[src/rtl/regstack_ctl.sv]
module regstack_ctl #(
  parameter int NREG = 64,
  parameter int DW   = 32,
  parameter int AW   = 16,
  parameter int MAXF = 16,
  localparam int LW  = $clog2(NREG),
  localparam int IW  = $clog2(MAXF)
) (
  input  logic          clk,
  input  logic          rst_n,
  input  logic          call_i,
  input  logic [IW-1:0] call_len_i,
  input  logic          ret_i,
  input  logic [IW-1:0] ret_len_i,
  input  logic [IW-1:0] rd_idx_i,
  output logic [DW-1:0] rd_data_o,
  input  logic          wr_en_i,
  input  logic [IW-1:0] wr_idx_i,
  input  logic [DW-1:0] wr_data_i,
  input  logic [AW-1:0] bound_i,
  output logic [AW-1:0] sp_o,
  output logic          stall_o,
  output logic          trap_o,
  output logic          mem_we_o,
  output logic          mem_re_o,
  output logic [AW-1:0] mem_addr_o,
  output logic [DW-1:0] mem_wdata_o,
  input  logic [DW-1:0] mem_rdata_i
);

  logic [DW-1:0] rf [NREG];
  logic [AW-1:0] fp, bot;
  logic [IW:0]   len;
  logic          trap;

  logic [AW-1:0] top, used, bot_m1, rd_abs, wr_abs;
  logic [IW:0]   clen, rlen;
  logic          over, under, past_bound, wr_ok, call_ok, ret_ok;

  assign top        = fp + AW'(len);
  assign used       = top - bot;
  assign bot_m1     = bot - 1'b1;
  assign over       = used > AW'(NREG);
  assign under      = fp < bot;
  assign past_bound = ({1'b0, bot} + 1'b1) > {1'b0, bound_i};

  assign mem_we_o    = !trap && over && !past_bound;
  assign mem_re_o    = !trap && !over && under;
  assign stall_o     = trap || over || under;
  assign trap_o      = trap;
  assign sp_o        = bot;
  assign mem_addr_o  = mem_re_o ? bot_m1 : bot;
  assign mem_wdata_o = rf[bot[LW-1:0]];

  assign rd_abs    = fp + AW'(rd_idx_i);
  assign rd_data_o = rf[rd_abs[LW-1:0]];
  assign wr_abs    = fp + AW'(wr_idx_i);

  assign clen    = {1'b0, call_len_i} + 1'b1;
  assign rlen    = {1'b0, ret_len_i} + 1'b1;
  assign wr_ok   = !stall_o && wr_en_i && ({1'b0, wr_idx_i} < len);
  assign call_ok = !stall_o && call_i;
  assign ret_ok  = !stall_o && !call_i && ret_i && (fp >= AW'(rlen));

  always_ff @(posedge clk) begin
    if (mem_re_o)   rf[bot_m1[LW-1:0]] <= mem_rdata_i;
    else if (wr_ok) rf[wr_abs[LW-1:0]] <= wr_data_i;
  end

  always_ff @(posedge clk) begin
    if (!rst_n) begin
      fp   <= '0;
      bot  <= '0;
      len  <= '0;
      trap <= 1'b0;
    end else if (!trap) begin
      if (over) begin
        if (past_bound) trap <= 1'b1;
        else            bot  <= bot + 1'b1;
      end else if (under) begin
        bot <= bot_m1;
      end else if (call_ok) begin
        fp  <= top;
        len <= clen;
      end else if (ret_ok) begin
        fp  <= fp - AW'(rlen);
        len <= rlen;
      end
    end
  end

endmodule

[config.mk]
export PLATFORM = sky130hd
export DESIGN_NAME = regstack_ctl
export DESIGN_NICKNAME = d
export VERILOG_FILES = /design/src/rtl/regstack_ctl.sv
export SDC_FILE = /design/constraint.sdc
export NUM_CORES = 2
export LEC_CHECK = 0
export BUFFER_PORTS_ARGS = -buffer_cell sky130_fd_sc_hd__buf_2
export CORE_AREA = 10 10 510 512
export CTS_CLUSTER_SIZE = 28
export DETAILED_ROUTE_END_ITERATION = 12
export DIE_AREA = 0 0 520 522
export PLACE_DENSITY = 0.58
export SETUP_SLACK_MARGIN = 0.02
export SLEW_MARGIN = 20
export SYNTH_ARGS = -nofsm -noshare
export SYNTH_HDL_FRONTEND = slang
export SYNTH_SLANG_ARGS = --single-unit
[constraint.sdc]
create_clock -name clk -period 6.3 [get_ports clk]
set_input_delay 0.945 -clock clk [delete_from_list [all_inputs] [get_ports clk]]
set_output_delay 0.945 -clock clk [all_outputs]
set_load 0.03 [all_outputs]
---- After elaboration in Yosys (flattened, before gate mapping) ----
Memory sizes are Yosys's and may differ from the RTL's. A register that Yosys moved wholly into a read port is not among the register bits.
Cells that the tools add are included.
storage, ports and cells
  memories kept ........................... 1
  register bits ........................... 38
  word-level logic and storage cells ...... 67
  bits in writable memories ............... 2048
  output and inout port bits .............. 100
cells by class
  reductions and logical operators ........ 22
  muxes and demuxes ....................... 21
  bitwise operators ....................... 3
  add/sub/neg operators ................... 10
  equality and inequality tests ........... 1
  $lt $le $gt $ge ......................... 5
memory list
  name  words  width  read ports  clocked after Yosys merged registers in  wr ports  RTL line  RTL
  rf    64     32     2           1                                        1         31        logic [DW-1:0] rf [NREG];
operators with widths
  operator               number
  $mux 16                6
  $mux 32                1
  $reduce_or 32->1       1
  $mux 6                 3
  $add 16x1->17 const B  1
  $gt 17x16->1           1
  $add 16x1->16 const B  1
  $add 16x5->16          1
  $ge 16x5->1            1
  $gt 16x7->1 const B    1
  $lt 16x16->1           1
  $sub 16x1->16 const B  1
  $sub 16x16->16         1
  $sub 16x5->16          1
  $add 6x4->6            2
  $add 4x1->5 const B    2
  $logic_and 1x1->1      10
  $mux 5                 2
  $mux 1                 9
  $logic_not 1->1        5
  $lt 4x5->1             1
  $reduce_and 4->1       1
  $reduce_bool 2->1      2
  $not 1->1              3
  other kinds (3)        4

---- Logic depth before layout (Yosys ltp) ----
  depth after elaboration ................. 13
  depth in mapped cells ................... 22

---- Worst setup path after synthesis ----
No wires, ideal clock.
  kind .................................... register to register
  start point ............................. register fp[0]
  end point ............................... memory rf[10][0], enable pin
  path slack .............................. -0.178 ns
  required time ........................... 5.879 ns
  cell stages (with the launch flop) ...... 22
  buffers on the path ..................... 2
  arrival ................................. 6.057 ns
  clock period less this slack ............ 6.478 ns
  cell sequence ........................... dfxtp_1 ha_1 fa_1 a21o_1 a21oi_1 nor2b_1 o2111a_1 nand2_1 nor2_1 xnor2_1 ha_1 and2_1 a221o_1 o21bai_1 o221a_1 a311o_1 or3_1 buf_2 nor3_4 buf_6 mux2_4 nor2_1
between the ends
  cells in the longest elaborated chain, start to end .. 13
ends and longest elaborated chain
  element                                            RTL line  RTL
  from (decl)                                        32        logic [AW-1:0] fp, bot;
  from (signal assigned)                             83        fp <= top;
  from (signal assigned)                             86        fp <= fp - AW'(rlen);
  $add 16x5->16                                      40        assign top = fp + AW'(len);
  $sub 16x16->16                                     41        assign used = top - bot;
  $gt 16x7->1                                        43        assign over = used > AW'(NREG);
  $logic_or 1x1->1 (2 in series)                     49        assign stall_o = trap || over || under;
  $logic_not 1->1                                    61        assign wr_ok = !stall_o && wr_en_i && ({1'b0, wr_idx_i} < len);
  $logic_and 1x1->1 (2 in series)                    61
  $mux 1                                             67        else if (wr_ok) rf[wr_abs[LW-1:0]] <= wr_data_i;
  $mux 1                                             66        if (mem_re_o) rf[bot_m1[LW-1:0]] <= mem_rdata_i;
  $mux 1 (not written as such)                       67
  $reduce_or 32->1 (no source line)                  n/a
  $mux 6 (no source line) or $mux 1 (tied branches)  n/a
  to (decl)                                          31
Parallel ways exist; a longest one is shown, timed or not.

---- Worst setup path after layout ----
  start point ............................. register len[0]
  end point ............................... output port mem_addr_o[5]
between the ends
  cells in the longest elaborated chain, start to end .. 7
ends and longest elaborated chain
  element                          RTL line  RTL
  from (decl)                      33        logic [IW:0] len;
  from (signal assigned)           84        len <= clen;
  from (signal assigned)           87        len <= rlen;
  $add 16x5->16                    40
  $sub 16x16->16                   41
  $gt 16x7->1                      43
  $logic_not 1->1                  48        assign mem_re_o = !trap && !over && under;
  $logic_and 1x1->1 (2 in series)  48
  $mux 16                          52        assign mem_addr_o = mem_re_o ? bot_m1 : bot;
  to (decl)                        26        output logic [AW-1:0] mem_addr_o,
No other way between the ends.

==> out/results.ini <==
[run_status]
outcome = complete, but fails checks
violations = negative setup slack

[sta]
maxSlewViolCount = 0
period_minus_slack_ns = 6.34
relSlewSlack_pct = 22.9
worst_slack_ns = -0.0405
setup_tns_ns = -0.141
setup_viol = 5
rsz0062_at_grt = yes
skew_ns = 0.0737
hold_viol = 0
post-route-period-util_pct = 101
tightest_slew_ns = 1.16
fmax_mhz = 158

[flow_run]
max-cap-violations = 0

[grt]
gr-total-overflow = 0
antenna_found_initial = 41
grt_usage_pct = 24.3
grt_pass1_vias = 57034
grt_pass1_wl_um = 465000
grt_max_degree = 128

[critical_path]
cp_max_fo = 6
crit_chain = ha_4, fa_2, a21o_1, a21oi_2, nor2b_1, o2111a_1, nand2_1, nor2_2, xnor2_2, ha_1, and2_4, a221o_1, o21bai_1, o221a_1, a311o_1, buf_6, nor3_4, buf_4, and3_4, buf_6, buf_4, nand2_4, xnor2_2, buf_6
end_kind = output pin
crit_top_cell = buf_6
start_kind = register
crit_required_ns = 5.35
path_buf_inv = 5
critical_path_class = register to output pin
crit_family = compound AO/OA/AOI/OAI gates
crit_path_top_delay_cell = fa_2
max_stage_delay_ns = 0.36
arrival_ns = 5.40

[synthesis]
synth_area_per_cell_um2 = 21.5
ys_ff_latch = 2092
synth_edf_count = 2048
synth_top_cell_area_share_pct = 61.8
netlist_top_cells_area = edfxtp_1, mux4_2, ha_1
synth_top_area_cell = edfxtp_1
syn-num-nets = 4798
synthTopCellsByCount = edfxtp_1, mux4_2, clkbuf_1
synth_area_um2 = 99600
async_flop_share_pct = 0
ys.flop_type = edfxtp_1
ys_seq_area_share_pct = 62.6
synthDistinctLibCells = 81
ys_warn_count = 0
yosysMostFrequentCell = edfxtp_1
syn_inst = 4621

[route]
drc_errors = 0
vias = 56566
drtIter0Drc = 7165
via_per_inst = 6.53
wirelength_um = 335000
ant_nets = 0
drt_pass1_iterations = 5
wl_per_cell_um = 38.6

[power_and_ir_drop]
power_density_nw_per_um2 = 277
p_leak_nw = 36.5
ir_drop_mv = 0.287

[finish]
final_util_pct = 46.9
drive_above_1_share_pct = 46.6
fill_cells = 20542
nNetsFinal = 5297
area_growth_pct = 17.9

[die]
rows = 184
dieArea_um2 = 271000
die_h_um = 522
die_x_um = 520
ioPinCount = 201
start_util_pct = 39.8
design.core.area_um2 = 250000

[clocking]
cts_tree = built
clockBufferDepth = 3
cts_root_buf = clkbuf_16
cts.sinks = 2092
cts_hold_buf = 0
clock_latency_ns = 0.90
path_clk_slew_ns = 0.06
cts_buffers = 220
htree_levels = 4

[worst_hold_path]
hold_class = input port to register

[placed_design]
dp_hpwl_um = 215000
globalplace.congestion = 0.856
portBuffers = 200

final cells by class:
class	instances	area (um2)	share of cell area, %
clock inverter	140	1520	1.30
sequential	2092	62400	53.2
clock buffer	267	5700	4.86
multi-input combinational	2135	36600	31.2
timing repair buffer	615	6680	5.70
inverter	56	210	0.179
tap	3348	4190	3.57
antenna	9	22.5	0.0192
sequential cells by signal, indices dropped and copies added, names as in the netlist, named ones only:
| signal | flops |
|---|---|
| sp_o | 16 |
| fp | 16 |
| rf | 2048 |
| len | 5 |
| trap_o | 1 |
tightest hold or removal path: cells and delay by family:
family          cells  cell delay (ns)
xor+xnor            1             0.07
compound gates      2             0.12
simple gates        2             0.13
buf+inv             1             0.11
cell usage in the layout, fill, tap and decap left out, drive strengths merged, types with 11 or more instances in the layout:
cell      Yosys  layout
a21o         20      20
a21oi        46      46
and3         12      12
buf         123     614
bufinv        0      25
clkbuf      215     268
clkinv        1      98
clkinvlp      0      13
dfxtp        44      44
edfxtp     2048    2048
ha           71      71
inv          55      60
mux2         52      52
mux2i        24      24
mux4       1332    1332
nand2        85      85
nand3        44      44
nand4        19      19
nor2        117     117
nor2b        11      11
nor3         23      23
nor4         13      13
o21ai        48      48
xnor2        56      56
xor2         15      15
timing repair:
action / CTS / global route
buffers inserted: 16 / 14
endpoints found under the hold margin: 0 / 0
pin swaps: 27 / 17
endpoints found under the setup margin: 25 / 19
gates cloned: 0 / 1
resized for setup: 59 / 62
per-layer routing:
layer  vias up  wire length (um)  track usage [%]
li1      21576                 -                -
met5         -               202                0
met3       503             30300             5.27
met2      3041            159000             38.2
met4        30             10700             6.95
met1     31416            135000             34.3
cell families (layout without fill, tap and decap cells):
kind of cell               after synthesis  count (layout)  synth area share [%]
AOI/OAI and AO/OA                      219             219                  1.54
xor gates and xnor gates                71              71                 0.624
adders and majority gates               76              76                 0.993
buffers and inverters                  394            1078                  1.51
DFF                                   2092            2092                  62.6
muxes                                 1408            1408                  31.0
other                                    0               9                     0
and+or+nand+nor                        361             361                  1.73
through the flow:
step / hold slack [ns] / worst slack [ns] / power (mW) / cells / cell area, um2
after global placement: 0.490 / 0.0643 / 19.7 / 8215 / 109000
final: 0.519 / -0.0405 / 32.5 / 8662 / 117000
after global routing: 0.494 / -0.270 / 33.4 / 8654 / 117000
after detailed placement: 0.502 / 0.126 / 19.7 / 8215 / 109000
after floorplan: 0.466 / -0.178 / 18.1 / 4621 / 99600
after CTS: 0.455 / -0.0955 / 32.7 / 8638 / 117000
report_power, final:
group          total, mW  leakage [nW]  internal [mW]  switching [mW]
clock network       13.1          3.49           7.48            5.64
registers           15.3          18.8           15.3          0.0630
logic               4.07          14.2           1.78            2.29
worst paths after layout:
kind         cells after the start       endpoint     startpoint  slack [ns]
max                             24  mem_addr_o[5]         len[0]       -0.04
max reg2reg                     24     rf[31][17]         len[0]        0.27
min                              6         len[2]  call_len_i[2]        0.52
min reg2reg                      2         len[2]         len[2]        0.52
No activity file was read; power rests on OpenSTA's default activity.
